## src/rtl/ssc_pkg.sv

```systemverilog
package ssc_pkg;

  localparam int HALF_W  = 16;
  localparam int EN_BIT  = 15;
  localparam int RSV_BIT = 14;
  localparam int RST_LO  = 4;
  localparam int N_RST   = 10;
  localparam int N_LD    = 4;

  localparam int RST_GAIN = 4;
  localparam int RST_SER  = 9;

  localparam int LD_DP   = 0;
  localparam int LD_CF   = 1;
  localparam int LD_GAIN = 2;
  localparam int LD_RS   = 3;

  typedef enum logic [2:0] {
    A_CTRL   = 3'd0,
    A_DP     = 3'd1,
    A_CF     = 3'd2,
    A_GAIN   = 3'd3,
    A_RS     = 3'd4,
    A_FLOOR  = 3'd5,
    A_STROBE = 3'd6
  } hreg_e;

  typedef struct packed {
    logic [N_RST-1:0] rst;
    logic [N_LD-1:0]  ld;
  } act_req_t;

  // Actions requested by one half of the control word.
  function automatic act_req_t half_decode(input logic [HALF_W-1:0] h);
    act_req_t r;
    r.rst = '0;
    r.ld  = '0;
    if (h[EN_BIT]) begin
      r.rst = h[RST_LO +: N_RST];
      r.ld  = h[N_LD-1:0];
    end
    return r;
  endfunction

  // Gain value forced by a gain-processing reset: max(floor, 0), signed.
  function automatic logic [31:0] gain_floor_clip(input logic [31:0] f);
    return ($signed(f) > 0) ? f : 32'd0;
  endfunction

endpackage

```

## src/rtl/ssc_sync_edge.sv

```systemverilog
module ssc_sync_edge #(
  parameter int STAGES = 2
) (
  input  logic clk,
  input  logic rst_n,
  input  logic async_i,
  output logic event_o
);

  // chain[STAGES-1] is the synchronised level, chain[STAGES] its previous value.
  logic [STAGES:0] chain;

  always_ff @(posedge clk) begin
    if (!rst_n) chain <= '0;
    else        chain <= {chain[STAGES-1:0], async_i};
  end

  assign event_o = chain[STAGES-1] & ~chain[STAGES];

  // an edge event is never two cycles long
  assert_event_single_R2: assert property (@(posedge clk) disable iff (!rst_n)
    event_o |=> !event_o);

endmodule

```

## src/rtl/ssc_req_merge.sv

```systemverilog
module ssc_req_merge
  import ssc_pkg::*;
(
  input  logic             clk,
  input  logic             rst_n,
  input  logic [31:0]      ctrl_i,
  input  logic             ev_a_i,
  input  logic             ev_b_i,
  input  logic             strobe_i,
  input  logic [N_LD-1:0]  strobe_ld_i,
  input  logic             sclk_en_i,
  output logic [N_RST-1:0] rst_req_o,
  output logic [N_LD-1:0]  ld_req_o,
  output logic [N_RST-1:0] rst_pulse_o,
  output logic [N_LD-1:0]  ld_pulse_o,
  output logic             sclk_rst_o
);

  act_req_t req_a, req_b;

  always_comb begin
    req_a     = ev_a_i ? half_decode(ctrl_i[HALF_W-1:0])        : '0;
    req_b     = ev_b_i ? half_decode(ctrl_i[2*HALF_W-1:HALF_W]) : '0;
    rst_req_o = req_a.rst | req_b.rst;
    ld_req_o  = req_a.ld | req_b.ld | (strobe_i ? strobe_ld_i : '0);
  end

  always_ff @(posedge clk) begin
    if (!rst_n) begin
      rst_pulse_o <= '0;
      ld_pulse_o  <= '0;
      sclk_rst_o  <= 1'b0;
    end else begin
      rst_pulse_o <= rst_req_o;
      ld_pulse_o  <= ld_req_o;
      sclk_rst_o  <= rst_req_o[RST_SER] & sclk_en_i;
    end
  end

  // no strobe without an event in the previous cycle
  assert_no_idle_pulse_R2: assert property (@(posedge clk) disable iff (!rst_n)
    (!ev_a_i && !ev_b_i && !strobe_i) |=> (rst_pulse_o == '0 && ld_pulse_o == '0));

  // reset strobes come only from sync events
  assert_rst_needs_sync_R4: assert property (@(posedge clk) disable iff (!rst_n)
    (!ev_a_i && !ev_b_i) |=> (rst_pulse_o == '0));

  // divider reset only alongside the serial-output reset
  assert_sclk_with_serial_R10: assert property (@(posedge clk) disable iff (!rst_n)
    sclk_rst_o |-> rst_pulse_o[RST_SER]);

  // divider reset needs the enable in the event cycle
  assert_sclk_gated_R10: assert property (@(posedge clk) disable iff (!rst_n)
    !sclk_en_i |=> !sclk_rst_o);

endmodule

```

## src/rtl/ssc_shadow_reg.sv

```systemverilog
module ssc_shadow_reg #(
  parameter int W = 32
) (
  input  logic         clk,
  input  logic         rst_n,
  input  logic         mst_we_i,
  input  logic [W-1:0] mst_d_i,
  input  logic         load_i,
  input  logic         clr_i,
  input  logic [W-1:0] clr_val_i,
  output logic [W-1:0] act_o
);

  logic [W-1:0] mst_q;

  always_ff @(posedge clk) begin
    if (!rst_n) begin
      mst_q <= '0;
      act_o <= '0;
    end else begin
      if (mst_we_i) mst_q <= mst_d_i;
      if (clr_i)       act_o <= clr_val_i;
      else if (load_i) act_o <= mst_q;
    end
  end

  // a transfer takes the master value held before the edge
  assert_load_old_master_R8: assert property (@(posedge clk) disable iff (!rst_n)
    (load_i && !clr_i) |=> act_o == $past(mst_q));

  // a forced value wins over a load
  assert_clear_wins_R9: assert property (@(posedge clk) disable iff (!rst_n)
    clr_i |=> act_o == $past(clr_val_i));

  // active copy holds without a transfer or clear
  assert_active_holds_R11: assert property (@(posedge clk) disable iff (!rst_n)
    (!load_i && !clr_i) |=> $stable(act_o));

endmodule

```

## src/rtl/sync_strobe_ctrl.sv

```systemverilog
module sync_strobe_ctrl
  import ssc_pkg::*;
#(
  parameter int SYNC_STAGES = 2,
  parameter int DP_W        = 32,
  parameter int FREQ_W      = 32,
  parameter int GAIN_W      = 16
) (
  input  logic              clk,
  input  logic              rst_n,
  input  logic              sync_a_i,
  input  logic              sync_b_i,
  input  logic              wr_en_i,
  input  logic [2:0]        wr_addr_i,
  input  logic [31:0]       wr_data_i,
  input  logic              sclk_rst_en_i,
  output logic [N_RST-1:0]  rst_pulse_o,
  output logic [N_LD-1:0]   load_pulse_o,
  output logic              sclk_div_rst_o,
  output logic [DP_W-1:0]   dp_ctrl_o,
  output logic [FREQ_W-1:0] carrier_freq_o,
  output logic [GAIN_W-1:0] gain_o,
  output logic [FREQ_W-1:0] rs_freq_o
);

  localparam int N_SYNC = 2;

  // Host register decode.
  hreg_e wsel;
  logic  we_ctrl, we_dp, we_cf, we_gain, we_rs, we_floor;
  logic  ev_strobe;

  assign wsel      = hreg_e'(wr_addr_i);
  assign we_ctrl   = wr_en_i && (wsel == A_CTRL);
  assign we_dp     = wr_en_i && (wsel == A_DP);
  assign we_cf     = wr_en_i && (wsel == A_CF);
  assign we_gain   = wr_en_i && (wsel == A_GAIN);
  assign we_rs     = wr_en_i && (wsel == A_RS);
  assign we_floor  = wr_en_i && (wsel == A_FLOOR);
  assign ev_strobe = wr_en_i && (wsel == A_STROBE);

  logic unused_wdata;
  assign unused_wdata = ^{wr_data_i[31:N_LD], wr_data_i[31:GAIN_W]};

  // Control word with the reserved bits held at zero.
  logic [31:0] ctrl_q;
  logic [31:0] rsv_mask;
  assign rsv_mask = ~((32'd1 << RSV_BIT) | (32'd1 << (RSV_BIT + HALF_W)));

  always_ff @(posedge clk) begin
    if (!rst_n)       ctrl_q <= '0;
    else if (we_ctrl) ctrl_q <= wr_data_i & rsv_mask;
  end

  // Gain floor, not double-buffered.
  logic [GAIN_W-1:0] floor_q;
  always_ff @(posedge clk) begin
    if (!rst_n)        floor_q <= '0;
    else if (we_floor) floor_q <= wr_data_i[GAIN_W-1:0];
  end

  // Sync input conditioning, one synchroniser per input.
  logic [N_SYNC-1:0] sync_pins;
  logic [N_SYNC-1:0] sync_ev;
  assign sync_pins = {sync_b_i, sync_a_i};

  for (genvar g = 0; g < N_SYNC; g++) begin : g_sync
    ssc_sync_edge #(.STAGES(SYNC_STAGES)) u_edge (
      .clk     (clk),
      .rst_n   (rst_n),
      .async_i (sync_pins[g]),
      .event_o (sync_ev[g])
    );
  end

  logic ev_sync_a, ev_sync_b;
  assign ev_sync_a = sync_ev[0];
  assign ev_sync_b = sync_ev[1];

  // Request merge and strobe registers.
  logic [N_RST-1:0] rst_req;
  logic [N_LD-1:0]  ld_req;

  ssc_req_merge u_merge (
    .clk         (clk),
    .rst_n       (rst_n),
    .ctrl_i      (ctrl_q),
    .ev_a_i      (ev_sync_a),
    .ev_b_i      (ev_sync_b),
    .strobe_i    (ev_strobe),
    .strobe_ld_i (wr_data_i[N_LD-1:0]),
    .sclk_en_i   (sclk_rst_en_i),
    .rst_req_o   (rst_req),
    .ld_req_o    (ld_req),
    .rst_pulse_o (rst_pulse_o),
    .ld_pulse_o  (load_pulse_o),
    .sclk_rst_o  (sclk_div_rst_o)
  );

  // Gain value forced by a gain-processing reset.
  logic [31:0]       floor_sext;
  logic [31:0]       floor_clip;
  logic [GAIN_W-1:0] gain_force_val;
  logic              gain_force;

  assign floor_sext     = {{(32-GAIN_W){floor_q[GAIN_W-1]}}, floor_q};
  assign floor_clip     = gain_floor_clip(floor_sext);
  assign gain_force_val = floor_clip[GAIN_W-1:0];
  assign gain_force     = rst_req[RST_GAIN];

  // Double-buffered registers.
  ssc_shadow_reg #(.W(DP_W)) u_dp (
    .clk (clk), .rst_n (rst_n),
    .mst_we_i (we_dp), .mst_d_i (wr_data_i[DP_W-1:0]),
    .load_i (ld_req[LD_DP]), .clr_i (1'b0), .clr_val_i ('0),
    .act_o (dp_ctrl_o)
  );

  ssc_shadow_reg #(.W(FREQ_W)) u_cf (
    .clk (clk), .rst_n (rst_n),
    .mst_we_i (we_cf), .mst_d_i (wr_data_i[FREQ_W-1:0]),
    .load_i (ld_req[LD_CF]), .clr_i (1'b0), .clr_val_i ('0),
    .act_o (carrier_freq_o)
  );

  ssc_shadow_reg #(.W(GAIN_W)) u_gain (
    .clk (clk), .rst_n (rst_n),
    .mst_we_i (we_gain), .mst_d_i (wr_data_i[GAIN_W-1:0]),
    .load_i (ld_req[LD_GAIN]), .clr_i (gain_force), .clr_val_i (gain_force_val),
    .act_o (gain_o)
  );

  ssc_shadow_reg #(.W(FREQ_W)) u_rs (
    .clk (clk), .rst_n (rst_n),
    .mst_we_i (we_rs), .mst_d_i (wr_data_i[FREQ_W-1:0]),
    .load_i (ld_req[LD_RS]), .clr_i (1'b0), .clr_val_i ('0),
    .act_o (rs_freq_o)
  );

  // with both enables clear, syncs cause no reset strobe
  assert_disabled_quiet_R3: assert property (@(posedge clk) disable iff (!rst_n)
    (!ctrl_q[EN_BIT] && !ctrl_q[EN_BIT + HALF_W]) |=> (rst_pulse_o == '0));

  // a forced gain is never negative
  assert_gain_not_negative_R9: assert property (@(posedge clk) disable iff (!rst_n)
    gain_force |=> !gain_o[GAIN_W-1]);

  // a strobe write shows its mask on the load strobes
  assert_strobe_mask_R7: assert property (@(posedge clk) disable iff (!rst_n)
    ev_strobe |=> ((load_pulse_o & $past(wr_data_i[N_LD-1:0])) == $past(wr_data_i[N_LD-1:0])));

endmodule

```

## config.mk

```make
export PLATFORM = sky130hd
export DESIGN_NAME = sync_strobe_ctrl
export DESIGN_NICKNAME = d
export VERILOG_FILES = /design/src/rtl/ssc_pkg.sv /design/src/rtl/ssc_sync_edge.sv /design/src/rtl/ssc_req_merge.sv /design/src/rtl/ssc_shadow_reg.sv /design/src/rtl/sync_strobe_ctrl.sv
export SDC_FILE = /design/constraint.sdc
export NUM_CORES = 1
export LEC_CHECK = 0
export BUFFER_PORTS_ARGS = -buffer_cell sky130_fd_sc_hd__buf_2
export CAP_MARGIN = 5
export CORE_AREA = 10 10 171 173
export DETAILED_ROUTE_END_ITERATION = 10
export DIE_AREA = 0 0 181 183
export PLACE_DENSITY = 0.75
export SLEW_MARGIN = 10
export SYNTH_ARGS = -nofsm -noshare
export SYNTH_HDL_FRONTEND = slang
export SYNTH_HIERARCHICAL = 1
export SYNTH_SLANG_ARGS = --single-unit
```

## constraint.sdc

```tcl
create_clock -name clk -period 1.9 [get_ports clk]
set_clock_uncertainty 0.1 [all_clocks]
set_input_delay 0.095 -clock clk [delete_from_list [all_inputs] [get_ports clk]]
set_output_delay 0.095 -clock clk [all_outputs]
set_load 0.01 [all_outputs]
```

Yosys cells after proc, flatten, opt, wreduce, memory -nomap -nowiden --
Index checks and enable logic that the tools add are counted.
Word-level totals: logic and storage cells 47, flip-flop bits (word level) 291
Cells by class: muxes and demuxes 8, magnitude comparators 1, bitwise gates (word level) 8, eq/ne operators 6, reduce and logical (&&, ||, !) cells 9
Operator list (count):
- 2-to-1 mux 14 bit | 4
- 2-to-1 mux 16 bit | 3
- greater-than comparator 16 x 1 -> 1 bit (second input constant) | 1
- bitwise OR 10 bit | 1
- == test 3 bit (second input constant) | 3
- bitwise OR 4 bit | 2
- logical AND 1 bit | 7
- == test 3 x 2 -> 1 bit (second input constant) | 2
- 2-to-1 mux 4 bit | 1
- bitwise AND 1 bit | 3
- == test 3 x 1 -> 1 bit (second input constant) | 1
- logical NOT 3 bit | 1
- inverter 1 bit | 2
- nonzero test 2 bit | 1

Longest topological paths before layout --
Gate-level depths: netlist (run 1).
depth in word-level cells 7, depth in mapped cells 8, depth with buffers taken out 6

By module --
The synthesis (run 1) kept the hierarchy.
Modules (own cells, without submodules):
- ssc_shadow_reg (u_cf ...) | times used 3, area an instance 2981.6 um^2, cells each 245
- sync_strobe_ctrl | times used 1, area an instance 1958.1 um^2, cells each 208
- ssc_shadow_reg (u_gain) | times used 1, area an instance 1448.9 um^2, cells each 122
- ssc_req_merge | times used 1, area an instance 673.1 um^2, cells each 83
- ssc_sync_edge | times used 2, area an instance 92.6 um^2, cells each 7

Worst setup path after synthesis (run 1) --
Ideal clock, no wire load.
kind flip-flop to flip-flop, start register g_sync[0].u_edge.chain[1], end register u_dp.act_o[0], data arrival time 1553 ps, setup slack 131 ps, cell stages (with the launch flop) 9, path through dfxtp_1 > nor2b_4 > buf_6 > nand3_2 > nand3_1 > buf_6 > buf_12 > mux2_4 > o211a_1
Between the ends: word-level cells in the longest chain between the ends 4
RTL lines:
- from (decl) | line ssc_sync_edge.sv:11 | logic [STAGES:0] chain;
- from (signal assigned) | line ssc_sync_edge.sv:15 | else chain <= {chain[STAGES-1:0], async_i};
- bitwise AND 1 bit | line ssc_sync_edge.sv:18 | assign event_o = chain[STAGES-1] & ~chain[STAGES];
- via ev_sync_a | line sync_strobe_ctrl.sv:76 | logic ev_sync_a, ev_sync_b;
- 2-to-1 mux 14 bit | line ssc_req_merge.sv:22 | req_a = ev_a_i ? half_decode(ctrl_i[HALF_W-1:0]) : '0;
- bitwise OR 4 bit (2 in series) | line ssc_req_merge.sv:25 | ld_req_o = req_a.ld | req_b.ld | (strobe_i ? strobe_ld_i : '0);
- via ld_req[0] | line sync_strobe_ctrl.sv:82 | logic [N_LD-1:0] ld_req;
- to (signal assigned) | line ssc_shadow_reg.sv:22 | if (clr_i) act_o <= clr_val_i;
- to (signal assigned) | line ssc_shadow_reg.sv:23 | else if (load_i) act_o <= mst_q;
- to (decl) | line ssc_shadow_reg.sv:11 | output logic [W-1:0] act_o
The timed path passes the listed nets, and every way through them passes these cells. A chain may end at the register's enable or synchronous reset.

Worst setup path after layout (run 1) --
start register g_sync[0].u_edge.chain[1], end register u_rs.act_o[29]
Between the ends: word-level cells in the longest chain between the ends 4
RTL lines (line):
- bitwise AND 1 bit | ssc_sync_edge.sv:18
- via ev_sync_a | sync_strobe_ctrl.sv:76
- 2-to-1 mux 14 bit | ssc_req_merge.sv:22
- bitwise OR 4 bit (2 in series) | ssc_req_merge.sv:25
- via ld_req[3] | sync_strobe_ctrl.sv:82
- to (signal assigned) | ssc_shadow_reg.sv:22
- to (signal assigned) | ssc_shadow_reg.sv:23
- to (decl) | ssc_shadow_reg.sv:11
The timed path passes the listed nets, and every way through them passes these cells.

==> metrics.txt, run 1 <==
first-pass GRT wire length 51100 um; Clk pwr share 0.449; final core utilization 0.630; Post-CTS Setup Repair Bufs 0; number of H-tree levels 1; Layout Nets 1502; leakage 7.47 nW; Worst-path clk slew 0.06 ns; routability-driven placement congestion ratio 0.771; Filler cells 2075; DRT antenna net count 0; Synth Area per Inst 11.4 um^2; area taken by multi-input logic gates 7160 um^2; synthesized instance count 1152; post-route insts no fill 1820; Net Sw Power 3.24 mW; fin. max-slew vios 0; CP Capture Type register; clk buf depth 3; Period Utilization, post-route 0.970; vias in the first global route 9156; row count 59; worst skew pair latency 0.56 ns; Die ar. 33100 um^2; crit path max fanout 15; worst-margin pin slew 0.615 ns; fraction of layout cells with a size suffix above 1 0.257; hold crit path type input pin to register; clock root cell clkbuf_16; drt initial violations 454; Critical Path RT 2.25 ns; Storage cell area 5830 um^2; Arr. time, crit path 2.19 ns; worst vdd ir 0.584 mV; clock sink total 291; largest net degree at the start of global routing 78; fmax 543 MHz; FF-to-FF path depth 6; status finished clean; DR DRC count 0; port bufs 167; Initial Utilization 0.511; drt via density 4.96; Final HPWL DP 22300 um; via count 9036; post-layout minimum cycle time 1.84 ns; DRT Pass-1 Iters 5; WHS Path Cells 5; slew margin rel. 0.590; most frequent cells in the layout dfxtp_1 (291), buf_2 (166), mux2i_1 (158); Setup CP Type register to register; commonest non-fill, non-tap cell in the layout dfxtp_1; final wirelength 32700 um; power per standard cell area 877 nW/um^2; Cell Int Power 11.0 mW; Global Route Usage Sum 0.187; Comb pwr share 0.097; Synth Warn # 6; Core Area 25800 um^2; io pins 168; Inserted Clock Buffers 31; sequential share of power 0.454; final hold violation count 0; initial antenna violation count 1; max-cap violation count 0; Area Growth Syn to Fin 23.3%; Die Ht 183 um; Worst Setup Start Kind register; Placed Cells incl. Taps 1724; Tot Pwr 14.2 mW; Setup-failing EPs final 0; grt total ovfl 0; Post-Syn Area 13200 um^2; RSZ-0062 raised after global routing true; CTS tree built; switching share of power 0.228; width of the die 181 um; average wire per standard cell 17.9 um
==> final cells by class <==
cell class	count	area share
antenna	1	0.000154
sequential	291	0.359
multi-input combinational	893	0.441
clock buffer	47	0.0583
inverter	1	0.000231
tap	335	0.0258
clock inverter	9	0.00941
timing repair buffer	243	0.106
==> worst max-delay path: stages (launching register included) <==
cell and delay [ns]:
dfxtp_1 0.32, nor2b_4 0.24, nand3_1 0.15, nand3_2 0.17, buf_12 0.19, mux2_2 0.35, o211a_1 0.20
==> power by group through the flow <==
stage	clock network, mW	registers (mW)	logic, mW
3_5_place_dp	0	6.59	1.29
3_3_place_gp	0	6.59	1.27
6_report	6.38	6.46	1.38
5_1_grt	6.75	6.48	1.51
4_1_cts	6.51	6.46	1.36
2_1_floorplan	0	6.62	0.828
==> sequential cells by signal, indices dropped and copies added, names as in the netlist <==
register / cells
u_merge/ld_pulse_o: 4
u_gain/mst_q: 16
u_dp/mst_q: 32
u_cf/act_o: 32
u_dp/act_o: 32
u_rs/act_o: 32
ctrl_q: 30
u_rs/mst_q: 32
u_merge/sclk_rst_o: 1
u_merge/rst_pulse_o: 10
u_cf/mst_q: 32
u_gain/act_o: 16
floor_q: 16
g_sync.u_edge/chain: 6
==> per-stage QoR <==
step	hold WS [ns]	TNS [ns]	cell area (um^2)	setup slack (ns)
global route	0.0274	-0.0134	16200	-0.0104
global placement	0.208	0	14700	0.0841
detailed placement	0.207	0	14700	0.0554
CTS	0.00623	0	16200	0.0337
finish	0.0122	0	16200	0.0567
floorplan	0.117	0	13600	0.139
==> per-layer routing <==
| metal | track usage | vias to the layer above | routed length, um |
|---|---|---|---|
| li1 | - | 4482 | - |
| met1 | 0.233 | 4347 | 14400 |
| met2 | 0.325 | 161 | 16000 |
| met3 | 0.0376 | 46 | 1480 |
| met4 | 0.0508 | 0 | 699 |
| met5 | 0 | - | 0 |
==> worst paths after layout <==
kind | startpoint | to | slack [ns]
hold / removal | wr_addr_i[0] | u_merge/ld_pulse_o[3] | 0.01
hold reg to reg | floor_q[9] | floor_q[9] | 0.35
setup / recovery | g_sync[0].u_edge/chain[1] | u_rs/act_o[29] | 0.06
setup reg to reg | g_sync[0].u_edge/chain[1] | u_rs/act_o[29] | 0.06
==> what timing repair did <==
action	in CTS	in global routing
endpoints found under the hold margin	178	0
resized for setup	0	4
hold buffers	38	0
endpoints found under the setup margin	0	33
No activity file was read; power rests on OpenSTA's default activity.
==> inputs of run 2 (changes only) <==
CORE_AREA = 10 10 157 159   (was 10 10 171 173)
DIE_AREA = 0 0 167 169   (was 0 0 181 183)
SYNTH_HIERARCHICAL = unset   (was 1)
TNS_END_PERCENT = 50   (was unset)
==> run 2 against run 1 <==
Maximum frequency shrank 0.34%. Hold slack gained 0.035 ns. Cell area is 17% lower. Synthesized cell count increased by 10%. Synthesized area is 18% lower.
==> metrics.txt, run 2 <==
Worst path slowest cell a222oi_1; worst skew pair latency 0.54 ns; WHS Path Cells 5; Period Utilization, post-route 0.973; Arr. time, crit path 2.22 ns; io pins 168; post-synthesis mux area share 0.00184; Cell Int Power 10.1 mW; fin. max-slew vios 0; number of H-tree levels 1; area leader, netlist dfxtp_1; port bufs 167; average wire per standard cell 17.8 um; Post-synth EDFFs 0; largest net degree at the start of global routing 71; Net Sw Power 2.84 mW; Synth Area in Simple Gates 0.224; drt initial violations 897; width of the die 167 um; Die Ht 169 um; first-pass GRT wire length 47200 um; leakage 5.16 nW; DRT antenna net count 0; Layout Nets 1488; final wirelength 31200 um; commonest non-fill, non-tap cell in the layout nand2_1; clock root cell clkbuf_16; DRT Pass-1 Iters 6; Area Growth Syn to Fin 24.8%; via count 9288; fmax 541 MHz; sequential share of power 0.481; most repeated library cell on the critical path buf_4; worst vdd ir 0.542 mV; CP max stage delay 0.35 ns; Setup-failing EPs final 0; drt via density 5.30; Inserted Clock Buffers 30; slew margin rel. 0.714; fraction of layout cells with a size suffix above 1 0.194; worst-margin pin slew 0.429 ns; row count 54; async set or reset register ratio after synthesis 0; Synth Flop Type dfxtp_1; Critical Path RT 2.27 ns; Synth Area in Compound Gates 0.191; Clk pwr share 0.467; initial antenna violation count 1; syn_nets 1310; clock sink total 291; Core Area 21600 um^2; Setup CP Type register to register; hold crit path type input pin to register; Synth Area in Adders 0; CP Capture Type register; Synth Warn # 0; top-area cell type share of the netlist area 0.537; clk buf depth 3; post-layout minimum cycle time 1.85 ns; power per standard cell area 956 nW/um^2; max-cap violation count 0; hold slack 0.0472 ns; sequential area share after synthesis 0.537; switching share of power 0.219; TNS Setup 0 ns; grt total ovfl 0; Worst-path clk slew 0.06 ns; Global Route Usage Sum 0.202; top cells by count, synth nand2_1 (417), dfxtp_1 (291), a21boi_0 (153); CP Cell Sequence and3b_2 -> a222oi_1 -> buf_4 -> buf_4 -> buf_8 -> nand3_1 -> o21ai_0; final hold violation count 0; vias in the first global route 8606; Final HPWL DP 19000 um; top-count cell post-synth nand2_1; CTS tree built; Worst Setup Start Kind register; Post-Syn Area 10900 um^2; Comb pwr share 0.052; #FFs+latches synth 291; Distinct cells, synth 33; Die ar. 28200 um^2; status finished clean; top post-synthesis cells by area dfxtp_1 (54%), nand2_1 (14%), a21boi_0 (11%), nand3_1 (4.6%), o21ai_0 (3.9%); FF-to-FF path depth 7; Initial Utilization 0.504; routability-driven placement congestion ratio 0.781; DR DRC count 0; Synth Area per Inst 8.55 um^2; largest family of logic cells by synthesized area simple AND/OR/NAND/NOR gates; crit path max fanout 32; most frequent cells in the layout nand2_1 (417), dfxtp_1 (291), buf_2 (166); synthesized instance count 1269; Synth Area in XOR/XNOR 0
[run 2: through the flow]
stage | area (um^2) | utilization | setup WS (ns) | power, mW | cells
after floorplan | 10900 | - | 0.208 | 6.68 | 1269
after global placement | 12000 | 0.557 | 0.149 | 6.94 | 1647
after detailed placement | 12000 | 0.557 | 0.0907 | 6.95 | 1647
after CTS | 13400 | 0.621 | 0.0189 | 13.0 | 1739
after global routing | 13500 | 0.628 | -0.0306 | 13.3 | 1751
final | 13500 | 0.628 | 0.0505 | 13.0 | 1753
[run 2: kinds of logic (layout without fill, tap and decap cells)]
| logic type | after synthesis | in the layout |
|---|---|---|
| flops | 291 | 291 |
| buf+inv | 105 | 307 |
| other cells | 0 | 2 |
| compound gates | 300 | 300 |
| mux | 2 | 2 |
| simple gates | 571 | 571 |
[run 2: repair_timing]
item | CTS | global route
gates resized for setup | 0 | 6
endpoints found under the hold margin | 181 | 0
hold buffers | 36 | 0
setup endpoints to repair | 0 | 87
setup buffers | 0 | 7
[run 2: path summary, 6_finish.rpt]
path              slack [ns]           from             to
hold reg to reg         0.34  u_cf.mst_q[4]  u_cf.act_o[4]
setup reg to reg        0.05     ctrl_q[15]  u_dp.act_o[0]
setup / recovery        0.05     ctrl_q[15]  u_dp.act_o[0]
hold / removal          0.05   wr_addr_i[2]     floor_q[6]
[run 2: power groups by stage]
stage | combinational, mW | clock, mW | sequential, mW
global route | 0.719 | 6.39 | 6.23
CTS | 0.646 | 6.12 | 6.23
floorplan | 0.324 | 0 | 6.36
global placement | 0.578 | 0 | 6.36
finish | 0.667 | 6.05 | 6.23
detailed placement | 0.585 | 0 | 6.36
[run 2: area by class of cell]
cell class              instances  area [um^2]
fillers                      1838         8010
well taps                     280          350
flip-flops and latches        291         5830
repair buffers                251         1790
clock buffers                  45          898
multi-input cells             873         4540
clock inverters                11          134
diodes                          2         5.00
[run 2: worst max-delay path: cells and delay by family (launching register included)]
family | cells | cell delay (ns)
flops | 1 | 0.32
buf+inv | 3 | 0.52
simple gates | 2 | 0.39
compound gates | 2 | 0.43
[run 2: routing by layer]
metal,vias to the layer above,GRT usage,wire [um]
met1,4368,0.267,13500
met4,0,0.0489,535
li1,4585,-,-
met5,-,0,0
met3,38,0.0452,2510
met2,297,0.327,14700
==> inputs of run 3 (changes only) <==
SETUP_SLACK_MARGIN = 0.4   (was unset)
==> run 3 against run 2 <==
Power fell by 0.24%. Clock-buffer cell count increased by 1. Combinational power is 12% higher. Largest cell class unchanged. Via count rose by 6.2%. Critical path type unchanged. Non-clock buffer count increased by 41.
==> metrics.txt, run 3 (same netlist as run 2, synthesis figures left out) <==
status finished clean; fraction of layout cells with a size suffix above 1 0.245; Final HPWL DP 18900 um; max-cap violation count 0; Area after DPL 11900 um^2; Post-Route M1 WL 14400 um; Storage cell area 5830 um^2; port bufs 167; Period Utilization, post-route 0.994; grt total ovfl 0; slew margin rel. 0.565; Area Growth Syn to Fin 33.8%; Placement Setup Slack 0.0922 ns; most frequent cells in the layout nand2_1 (417), dfxtp_1 (288), buf_2 (167); top sig layer met4; hold crit path type input pin to register; post-layout minimum cycle time 1.89 ns; drt via density 5.51; Filler cells 1667; worst skew pair latency 0.55 ns; routability-driven placement congestion ratio 0.798; crit path max fanout 7; final worst slack 0.0114 ns; Global Route Usage Sum 0.229; final wirelength 35500 um; drt initial violations 968; WHS Path Cells 5; DRT antenna net count 0; CTS tree built; Setup CP Type register to register; fmax 530 MHz; leakage 5.58 nW; via count 9860; clock root cell clkbuf_16; Core Area 21600 um^2; Placed Cells incl. Taps 1642; commonest non-fill, non-tap cell in the layout nand2_1; design area 14500 um^2; met2 routed WL 17300 um; Worst Setup Start Kind register; worst vdd ir 0.699 mV; DR DRC count 0; DRT Pass-1 Iters 5; clk buf depth 3; Layout Nets 1528; CP Capture Type register; fin. max-slew vios 0; worst-margin pin slew 0.651 ns; io pins 168; Initial Utilization 0.504; Die Ht 169 um; row count 54; average wire per standard cell 19.9 um; Arr. time, crit path 2.25 ns; FF-to-FF path depth 8; power per standard cell area 889 nW/um^2; final hold violation count 0; vias in the first global route 9381; Inserted Clock Buffers 29; Critical Path RT 2.26 ns; area taken by multi-input logic gates 4780 um^2; number of H-tree levels 1; initial antenna violation count 1; width of the die 167 um; Die ar. 28200 um^2; clock sink total 291; RSZ-0062 raised after global routing true; first-pass GRT wire length 52900 um; Worst-path clk slew 0.06 ns; Setup-failing EPs final 0; post-route insts no fill 1789; WL met3 2810 um; largest net degree at the start of global routing 76
==> run 3: critical path: stages (launching register included) <==
cell and delay [ns]:
dfxtp_2 0.32, and3b_2 0.27, a222oi_1 0.38, buf_4 0.23, buf_6 0.12, buf_12 0.11, buf_16 0.10, nand3_1 0.07
o21ai_1 0.09
==> run 3: report_power, final <==
part	internal (mW)	switching [mW]	leakage [nW]
clock	3.55	2.38	0.486
sequential	6.19	0.0468	2.35
combinational	0.306	0.442	2.74
==> run 3: stage by stage <==
step                hold WS, ns  TNS (ns)  power [mW]   util
floorplan                 0.117         0        6.68      -
finish                   0.0451         0        12.9  0.674
global placement          0.202         0        6.93  0.554
detailed placement        0.206         0        6.94  0.554
CTS                      0.0220         0        12.9  0.652
global route             0.0892     -1.13        13.3  0.674
==> run 3: worst paths after layout <==
check | slack (ns) | to | start
max reg2reg | 0.01 | u_cf.act_o[22] | g_sync[0].u_edge.chain[1]
max | 0.01 | u_cf.act_o[22] | g_sync[0].u_edge.chain[1]
min | 0.05 | floor_q[7] | wr_addr_i[2]
min reg2reg | 0.33 | g_sync[1].u_edge.chain[1] | g_sync[1].u_edge.chain[0]
==> run 3: metal layers <==
layer	global-route usage	vias up
met5	0	-
met4	0.0764	0
met3	0.0419	66
met2	0.376	404
met1	0.298	4710
li1	-	4680
==> run 3: layout make-up <==
cell class                      count  share of cell area
Multi-Input combinational cell    873               0.329
Tap cell                          280              0.0241
Clock inverter                      6             0.00724
Sequential cell                   291               0.401
Clock buffer                       46              0.0606
Timing Repair Buffer              292               0.177
Antenna cell                        1            0.000172
==> run 3: repair_timing <==
item / 4_1_cts / 5_1_grt
pin swaps: 5 / 27
hold buffers: 37 / 0
resized for setup: 81 / 72
endpoints found under the hold margin: 177 / 0
setup buffers: 23 / 8
gates cloned: 19 / 7
endpoints found under the setup margin: 116 / 122
